## src/rtl/sdw_pkg.sv

```systemverilog
package sdw_pkg;
    typedef enum logic [0:0] {
        ST_IDLE = 1'b0,
        ST_RESP = 1'b1
    } bus_state_e;

    localparam logic [31:0] IDENT_RESET    = 32'h0003_0000;
    localparam logic [31:0] DEBOUNCE_RESET = 32'h0000_0005;
endpackage

```

## src/rtl/sdw_bus_fsm.sv

```systemverilog
module sdw_bus_fsm
    import sdw_pkg::*;
(
    input  logic clk,
    input  logic rst_n,
    input  logic req_valid,
    input  logic req_write,
    output logic req_ready,
    output logic rd_valid,
    output logic accept_rd,
    output logic accept_wr
);
    bus_state_e state_q, state_d;

    always_ff @(posedge clk) begin
        if (!rst_n) state_q <= ST_IDLE;
        else        state_q <= state_d;
    end

    always_comb begin
        state_d   = state_q;
        req_ready = 1'b0;
        rd_valid  = 1'b0;
        accept_rd = 1'b0;
        accept_wr = 1'b0;
        unique case (state_q)
            ST_IDLE: begin
                req_ready = 1'b1;
                accept_rd = req_valid && !req_write;
                accept_wr = req_valid && req_write;
                if (req_valid && !req_write) state_d = ST_RESP;
            end
            ST_RESP: begin
                rd_valid = 1'b1;
                state_d  = ST_IDLE;
            end
            default: state_d = ST_IDLE;
        endcase
    end

    assert_resp_single_R9: assert property (@(posedge clk) disable iff (!rst_n)
        rd_valid |=> !rd_valid);
endmodule

```

## src/rtl/sdw_decode.sv

```systemverilog
module sdw_decode #(
    parameter int NUM_SLOTS = 2,
    parameter int NUM_WORDS = 64,
    parameter int ADDR_W    = 12
) (
    input  logic [ADDR_W-1:0]              addr,
    input  logic [3:0]                     be,
    output logic                           ok,
    output logic [$clog2(NUM_WORDS)-1:0]   word_idx,
    output logic [NUM_SLOTS-1:0]           cap_hit,
    output logic [NUM_SLOTS-1:0]           maxcur_hit,
    output logic                           stat_hit
);
    localparam int IDX_W      = $clog2(NUM_WORDS);
    localparam int WIN_BYTES  = NUM_WORDS * 4;
    localparam int STAT_BYTE  = WIN_BYTES - 4;

    logic in_range;
    assign in_range = ({1'b0, addr} < (ADDR_W+1)'(WIN_BYTES));
    assign ok       = in_range && (addr[1:0] == 2'b00) && (be == 4'hF);
    assign word_idx = addr[IDX_W+1:2];
    assign stat_hit = ok && (addr == ADDR_W'(STAT_BYTE));

    for (genvar s = 0; s < NUM_SLOTS; s++) begin : g_alias
        assign cap_hit[s]    = ok && (addr == ADDR_W'(16 * (s + 1)));
        assign maxcur_hit[s] = ok && (addr == ADDR_W'(16 * (s + 1) + 8));
    end
endmodule

```

## src/rtl/sdw_store.sv

```systemverilog
module sdw_store
    import sdw_pkg::*;
#(
    parameter int NUM_WORDS = 64
) (
    input  logic                         clk,
    input  logic                         rst_n,
    input  logic                         we,
    input  logic [$clog2(NUM_WORDS)-1:0] idx,
    input  logic [31:0]                  wdata,
    output logic [31:0]                  rdata
);
    logic [31:0] mem_q [NUM_WORDS];

    for (genvar w = 0; w < NUM_WORDS; w++) begin : g_word
        localparam logic [31:0] RST = (w == 0) ? IDENT_RESET :
                                      (w == 1) ? DEBOUNCE_RESET : 32'h0;
        always_ff @(posedge clk) begin
            if (!rst_n)
                mem_q[w] <= RST;
            else if (we && (idx == ($clog2(NUM_WORDS))'(w)))
                mem_q[w] <= wdata;
        end
    end

    assign rdata = mem_q[idx];
endmodule

```

## src/rtl/sdw_irq_merge.sv

```systemverilog
module sdw_irq_merge #(
    parameter int NUM_SLOTS = 2
) (
    input  logic                 clk,
    input  logic                 rst_n,
    input  logic [NUM_SLOTS-1:0] slot_irq,
    output logic [NUM_SLOTS-1:0] stat,
    output logic                 irq
);
    always_ff @(posedge clk) begin
        if (!rst_n) stat <= '0;
        else        stat <= slot_irq;
    end

    assign irq = |stat;
endmodule

```

## src/rtl/sdw_wrapper_regs.sv

```systemverilog
module sdw_wrapper_regs #(
    parameter int NUM_SLOTS = 2,
    parameter int NUM_WORDS = 64,
    parameter int ADDR_W    = 12
) (
    input  logic                      clk,
    input  logic                      rst_n,
    input  logic                      req_valid,
    input  logic                      req_write,
    input  logic [ADDR_W-1:0]         req_addr,
    input  logic [3:0]                req_be,
    input  logic [31:0]               req_wdata,
    output logic                      req_ready,
    output logic                      rd_valid,
    output logic [31:0]               rd_data,
    input  logic [NUM_SLOTS*32-1:0]   slot_cap_i,
    input  logic [NUM_SLOTS*32-1:0]   slot_maxcur_i,
    input  logic [NUM_SLOTS-1:0]      slot_irq_i,
    output logic [NUM_SLOTS-1:0]      slot_cap_we_o,
    output logic [NUM_SLOTS-1:0]      slot_maxcur_we_o,
    output logic [31:0]               slot_wdata_o,
    output logic                      irq_o
);
    localparam int IDX_W = $clog2(NUM_WORDS);

    logic                 accept_rd, accept_wr, ok, stat_hit;
    logic [IDX_W-1:0]     word_idx;
    logic [NUM_SLOTS-1:0] cap_hit, maxcur_hit, stat;
    logic [31:0]          store_rdata, rmux;
    logic                 alias_hit;

    sdw_bus_fsm u_fsm (
        .clk(clk), .rst_n(rst_n), .req_valid(req_valid), .req_write(req_write),
        .req_ready(req_ready), .rd_valid(rd_valid),
        .accept_rd(accept_rd), .accept_wr(accept_wr)
    );

    sdw_decode #(.NUM_SLOTS(NUM_SLOTS), .NUM_WORDS(NUM_WORDS), .ADDR_W(ADDR_W)) u_dec (
        .addr(req_addr), .be(req_be), .ok(ok), .word_idx(word_idx),
        .cap_hit(cap_hit), .maxcur_hit(maxcur_hit), .stat_hit(stat_hit)
    );

    assign alias_hit = (|cap_hit) || (|maxcur_hit);

    sdw_store #(.NUM_WORDS(NUM_WORDS)) u_store (
        .clk(clk), .rst_n(rst_n),
        .we(accept_wr && ok && !stat_hit && !alias_hit),
        .idx(word_idx), .wdata(req_wdata), .rdata(store_rdata)
    );

    sdw_irq_merge #(.NUM_SLOTS(NUM_SLOTS)) u_irq (
        .clk(clk), .rst_n(rst_n), .slot_irq(slot_irq_i), .stat(stat), .irq(irq_o)
    );

    always_comb begin
        rmux = 32'h0;
        if (ok) begin
            if (stat_hit) rmux = 32'(stat);
            else          rmux = store_rdata;
            for (int s = 0; s < NUM_SLOTS; s++) begin
                if (cap_hit[s])    rmux = slot_cap_i[s*32 +: 32];
                if (maxcur_hit[s]) rmux = slot_maxcur_i[s*32 +: 32];
            end
        end
    end

    always_ff @(posedge clk) begin
        if (!rst_n) begin
            rd_data          <= 32'h0;
            slot_cap_we_o    <= '0;
            slot_maxcur_we_o <= '0;
            slot_wdata_o     <= 32'h0;
        end else begin
            if (accept_rd) rd_data <= rmux;
            slot_cap_we_o    <= (accept_wr && ok) ? cap_hit    : '0;
            slot_maxcur_we_o <= (accept_wr && ok) ? maxcur_hit : '0;
            if (accept_wr) slot_wdata_o <= req_wdata;
        end
    end

    assert_strobe_onehot_R4: assert property (@(posedge clk) disable iff (!rst_n)
        $onehot0({slot_cap_we_o, slot_maxcur_we_o}));

    assert_strobe_cause_R4: assert property (@(posedge clk) disable iff (!rst_n)
        (|{slot_cap_we_o, slot_maxcur_we_o}) |-> $past(req_valid && req_write && req_ready));

    assert_read_resp_R9: assert property (@(posedge clk) disable iff (!rst_n)
        (req_valid && !req_write && req_ready) |=> (rd_valid && !req_ready));

    assert_irq_pending_R6: assert property (@(posedge clk) disable iff (!rst_n)
        (|slot_irq_i) |=> irq_o);

    assert_irq_idle_R5: assert property (@(posedge clk) disable iff (!rst_n)
        (slot_irq_i == '0) |=> !irq_o);
endmodule

```

## config.mk

```make
export PLATFORM = sky130hd
export DESIGN_NAME = sdw_wrapper_regs
export DESIGN_NICKNAME = d
export VERILOG_FILES = /design/src/rtl/sdw_pkg.sv /design/src/rtl/sdw_bus_fsm.sv /design/src/rtl/sdw_decode.sv /design/src/rtl/sdw_store.sv /design/src/rtl/sdw_irq_merge.sv /design/src/rtl/sdw_wrapper_regs.sv
export SDC_FILE = /design/constraint.sdc
export NUM_CORES = 2
export LEC_CHECK = 0
export ABC_CLOCK_PERIOD_IN_PS = 12160
export BUFFER_PORTS_ARGS = -buffer_cell sky130_fd_sc_hd__buf_2
export CAP_MARGIN = 20
export CELL_PAD_IN_SITES_DETAIL_PLACEMENT = 1
export CELL_PAD_IN_SITES_GLOBAL_PLACEMENT = 1
export CORE_MARGIN = 2
export CORE_UTILIZATION = 52
export DETAILED_ROUTE_END_ITERATION = 8
export PLACE_DENSITY_LB_ADDON = 0.1
export SKIP_LAST_GASP = 1
export SLEW_MARGIN = 5
export SYNTH_ARGS = -nofsm -noshare
export SYNTH_HDL_FRONTEND = slang
export SYNTH_HIERARCHICAL = 1
export SYNTH_SLANG_ARGS = --single-unit
```

## constraint.sdc

```tcl
create_clock -name clk -period 12.16 [get_ports clk]
set_clock_uncertainty 0.05 [all_clocks]
set_input_delay 1.216 -clock clk [delete_from_list [all_inputs] [get_ports clk]]
set_output_delay 1.216 -clock clk [all_outputs]
set_load 0.1 [all_outputs]
```

# After elaboration in Yosys (flattened, before gate mapping)
# Memory sizes are Yosys's and may differ from the RTL's.
# Cells that the tools add are included.
# Widths: inputs -> output; s select.
dict set report totals {
  ff_bits 71
  ram_bits 2048
  output_inout_bits 71
  word_cells 497
  mem_count 1
}
dict set report classes {
  n_lt_le_gt_ge 1
  n_eq_ne 69
  mux 269
  bitwise 65
  reduce_logical 86
}
# memory depth word_bits rd rd_ports_with_merged_regs write_ports line_no
set memory_table {}
lappend memory_table {u_store.mem_q 64 32 1 0 64 sdw_store.sv:13} ;# logic [31:0] mem_q [NUM_WORDS];
# cell n
set op_table {}
lappend op_table {{$mux 32} 70}
lappend op_table {{$mux 1} 198}
lappend op_table {{$eq 6x6->1 const B} 32}
lappend op_table {{$eq 6x5->1 const B} 16}
lappend op_table {{$logic_and 1x1->1} 76}
lappend op_table {{$or 1x1->1} 64}
lappend op_table {{$eq 6x4->1 const B} 8}
lappend op_table {{$eq 12x5->1 const B} 2}
lappend op_table {{$eq 12x6->1 const B} 2}
lappend op_table {{$eq 6x3->1 const B} 4}
lappend op_table {{$eq 12x8->1 const B} 1}
lappend op_table {{$eq 6x2->1 const B} 2}
lappend op_table {{$lt 12x9->1 const B} 1}
lappend op_table {{$eq 6x1->1 const B} 1}
lappend op_table {{$logic_not 6->1} 1}
lappend op_table {{$reduce_or 2->1} 3}
lappend op_table {{$eq 4x4->1 const B} 1}
lappend op_table {{$logic_not 1->1} 3}
lappend op_table {{$logic_not 2->1} 1}
lappend op_table {{$pmux 1 s2} 1}
lappend op_table {{$reduce_and 2->1} 1}
lappend op_table {{$logic_or 1x1->1} 1}
lappend op_table {{$not 1->1} 1}

# Longest topological paths before layout
dict set report logic_depth {
  ltp_word 13
  depth_mapped 13
}

# By module
# Netlist, hierarchy kept.
# module n_inst cells_each area_per_inst_um2 seq_area_each_um2
set by_module_without_submodules {}
lappend by_module_without_submodules {sdw_store 1 5813 91939.4 61499.0}
lappend by_module_without_submodules {sdw_wrapper_regs 1 481 4001.3 1361.3}
lappend by_module_without_submodules {sdw_decode 1 25 190.2 0.0}
lappend by_module_without_submodules {sdw_irq_merge 1 5 58.8 40.0}
lappend by_module_without_submodules {sdw_bus_fsm 1 5 53.8 20.0}

# Worst setup path after synthesis
# Ideal clock, no wire load.
dict set report synth_path {
  kind {input-to-reg}
  startpoint {in req_be[1]}
  endpoint {mem u_store.mem_q[48][0], enable pin}
  setup_ns 0.466
  arrival_time_ns 5.272
  slack_ns 6.372
  stages 11
  path_buffers 4
  cell_sequence {and2_1 -> nand4_2 -> nor4_2 -> or2_2 -> clkbuf_1 -> clkbuf_1 -> nor4_1 -> buf_2 -> nand3_1 -> clkbuf_1 -> o21ai_0}
}
# element line_no
set synth_rtl {}
lappend synth_rtl {{from (decl)} sdw_wrapper_regs.sv:11} ;# input logic [3:0] req_be,
lappend synth_rtl {{to (decl)} sdw_store.sv:13}

# Worst setup path in the final report
dict set report layout_path {
  startpoint {in req_addr[2]}
  endpoint {reg rd_data[31]}
}
dict set report layout_between {
  elab_cells_between_ends 20
}
# element line_no
set layout_rtl {}
lappend layout_rtl {{from (decl)} sdw_wrapper_regs.sv:10} ;# input logic [ADDR_W-1:0] req_addr,
lappend layout_rtl {{$mem_v2 64x32} --}
lappend layout_rtl {{named net store_rdata[31]} sdw_wrapper_regs.sv:29} ;# logic [31:0] store_rdata, rmux;
lappend layout_rtl {{$mux 32} sdw_wrapper_regs.sv:58} ;# if (stat_hit) rmux = 32'(stat);
lappend layout_rtl {{$mux 32} sdw_wrapper_regs.sv:61} ;# if (cap_hit[s]) rmux = slot_cap_i[s*32 +: 32];
lappend layout_rtl {{$mux 32} sdw_wrapper_regs.sv:62} ;# if (maxcur_hit[s]) rmux = slot_maxcur_i[s*32 +: 32];
lappend layout_rtl {{$mux 32} sdw_wrapper_regs.sv:61}
lappend layout_rtl {{$mux 32} sdw_wrapper_regs.sv:62}
lappend layout_rtl {{$mux 32} sdw_wrapper_regs.sv:57} ;# if (ok) begin
lappend layout_rtl {{to (signal assigned)} sdw_wrapper_regs.sv:74} ;# if (accept_rd) rd_data <= rmux;
lappend layout_rtl {{to (decl)} sdw_wrapper_regs.sv:15} ;# output logic [31:0] rd_data,
# The timed path passes the listed nets, and every way through them passes these cells.
# A chain may end at the register's enable or synchronous reset.

==> impl_metrics.yaml <==
status:
  status: "finished clean"
drt:
  vias: 58500
  wl_microns: 328000
  dr.first_iter.drc_count: 7691
  ant_nets: 0
  dr.pass1.iters: 5
  via_per_inst: 6.48
  drc_errors: 0
  wl_per_cell_microns: 36.3
cts:
  cts_root_buffer: "clkbuf_16"
  clock_sinks: 2119
  path_clk_slew_ns: 0.06
  numCtsBuffers: 222
  htree_levels: 4
  clockBufferDepth: 3
  holdBufCountCts: 0
  tritoncts: "yes"
  clk_latency_ns: 0.87
  post-cts-setup-buffers: 0
  ctsResizeCount: 0
hold_path:
  worstHoldStart: "slot_wdata_o[14]"
  hp-class: "flip-flop to flip-flop"
  whs_path_depth: 2
  whs_endpoint: "slot_wdata_o[14]"
critical_path:
  critPathCaptureType: "flip-flop"
  cp_max_fo: 79
  critPathSlowestCell: "a21oi_1"
  worst-r2r-cell-count: 7
  start_kind: "input port"
  reg2reg_from: "u_fsm/state_q"
  critPathMaxStageDelay_ns: 0.86
  critPathBufInv: 4
  critical-path-top-delay-family: "buffers and inverters"
  arrival_ns: 6.53
  crit_chain: "buf_8, buf_12, buf_12, buf_4, mux4_2, a22oi_1, a21oi_1, or4_1, or4b_1, a311o_1, a21oi_1"
  reg2reg_to: "u_store/mem_q[48][6]"
  r2r_slack_ns: 8.27
  required_ns: 12.89
  crit_type: "input port to flip-flop"
final_layout:
  fin_nets: 6515
  drive_gt1_frac: 0.223
  syn2layout_area_growth_pct: 12.1
timing:
  rsz0062_at_grt: "false"
  fin_ws_ns: 6.37
  slew_viol_final: 0
  finalSetupTns_ns: 0
  setup_viol: 0
  tightestPinTransition_ns: 1.26
  fmax_mhz: 173
  maxSlewHeadroom: 0.155
  timing.final.hold_violations: 0
  period_minus_slack_ns: 5.79
  period_share: 0.476
logic_synthesis:
  synth_top_area_frac: 0.639
  synth_edf_count: 2048
  synth.area.top_cells: "edfxtp_1 64%, and2_1 13%, mux4_2 12%"
  synth-seq-area-share: 0.654
  synthArstFlopShare: 0
  syn_area_sq_um: 96200
  synthFlopType: "edfxtp_1"
  avgSynthCellArea_sq_um: 15.2
  synth_nets: 6511
  synthCells: 6329
  ys_ff_latch: 2119
  synth.distinct_cells: 44
  yosys_warnings: 6
  yosysTopAreaCell: "edfxtp_1"
floorplan:
  core_sq_um: 183000
  ioPinCount: 253
  start_util: 0.525
  rows: 157
  die_y_microns: 434
  die-area_sq_um: 189000
  die_w_microns: 434
pwr:
  ir_drop_uv: 137
  pwr_density_cell_nw_per_um2: 149
  p_leak_nw: 38.3
global_route:
  grt_max_degree: 109
  grtUsageTotal: 0.350
  antenna_found_initial: 60
  grt_pass1_wl_microns: 460000
  grt_pass1_vias: 60600
  grt.overflow.total: 0
placed_design:
  hpwlAfterDp_microns: 184000
  pre_cts_slack_ns: 5.43
  place.gp.congestion: 0.873
  portBuffers: 252
flow_run:
  maxCapViolCount: 0
==> flip-flops by register name (all words and copies together) (netlist names) <==
register and flops:
u_store/mem_q 2048, rd_data 32, slot_wdata_o 32, slot_cap_we_o 2, slot_maxcur_we_o 2, u_irq/stat 2, u_fsm/state_q 1
==> metal layers <==
metal,GRT usage,vias to the layer above,part of all wire
li1,-,23400,-
met1,0.473,31100,0.38
met2,0.547,3344,0.46
met3,0.0799,608,0.11
met4,0.151,28,0.045
met5,0,-,0.00067
==> synth_stat cells (all sizes together), types with 32 or more instances <==
library cell and count:
a21oi 149, a22oi 256, and2 2052, buf 135, clkbuf 542, dfxtp 71, edfxtp 2048, mux2i 32
mux4 512, nor2 128, nor2b 45, o21ai 71, or4 32
==> worst reg2reg max path, stage by stage (launching register included) <==
cell	delay (ns)
dfxtp_1	0.34
and3b_2	0.29
nand2_1	0.12
nor4_2	0.18
buf_4	0.29
nand3_2	0.77
o21ai_4	1.03
buf_4	0.47
==> cells by family (layout without fill, tap and decap cells) <==
| group | Yosys count | count (layout) | share of synthesized area |
|---|---|---|---|
| other | 0 | 48 | 0 |
| and+or+nand+nor | 2402 | 2402 | 0.154 |
| DFF | 2119 | 2119 | 0.654 |
| muxes | 546 | 546 | 0.123 |
| AOI/OAI and AO/OA | 581 | 581 | 0.0392 |
| buffers and inverters | 681 | 871 | 0.0292 |
==> cell usage in the layout (no fill, tap or decap), drive strengths merged, types with 82 or more instances in the layout <==
master	Yosys	layout
mux4	512	512
clkbuf	542	311
clkinv	0	82
nor2	128	128
edfxtp	2048	2048
a22oi	256	256
and2	2052	2052
buf	135	457
a21oi	149	149
==> per-stage QoR <==
stage	cell area (sq um)	total power, W	hold slack (ns)	util	instances
3_5_place_dp	101000	0.00968	0.435	0.549	8566
2_1_floorplan	96200	0.00914	0.700	-	6329
4_1_cts	108000	0.0162	0.444	0.586	8976
3_3_place_gp	101000	0.00965	0.418	0.548	8560
6_report	108000	0.0161	0.444	0.588	9031
5_1_grt	108000	0.0165	0.469	0.588	9018
==> how the worst max path moves through the flow <==
stage | from | endpoint | slack, ns | depth (start not counted)
final | req_addr[2] | rd_data[31] | 6.37 | 11
after global routing | req_addr[2] | rd_data[17] | 5.98 | 11
after CTS | req_addr[2] | rd_data[31] | 6.37 | 11
after detailed placement | req_addr[2] | rd_data[31] | 5.43 | 11
after global placement | req_addr[2] | rd_data[31] | 5.46 | 11
after floorplan | req_be[1] | u_store/mem_q[48][0] | 6.37 | 11
==> where the power goes <==
part	leakage [nW]	internal, W	switching [W]
Clock	3.39	0.00366	0.00290
Combinational	13.6	0.000382	0.000842
Sequential	21.3	0.00825	0.0000799
Total	38.3	0.0123	0.00382
==> final cells by class <==
cell class	count	area (sq um)
diodes	48	120
clock buffers	311	6110
clock inverters	99	773
fillers	16800	75600
inverters	4	15.0
multi-input cells	3529	31700
flip-flops and latches	2119	62900
well taps	2464	3080
repair buffers	457	3100
No activity file was read; power rests on OpenSTA's default activity.
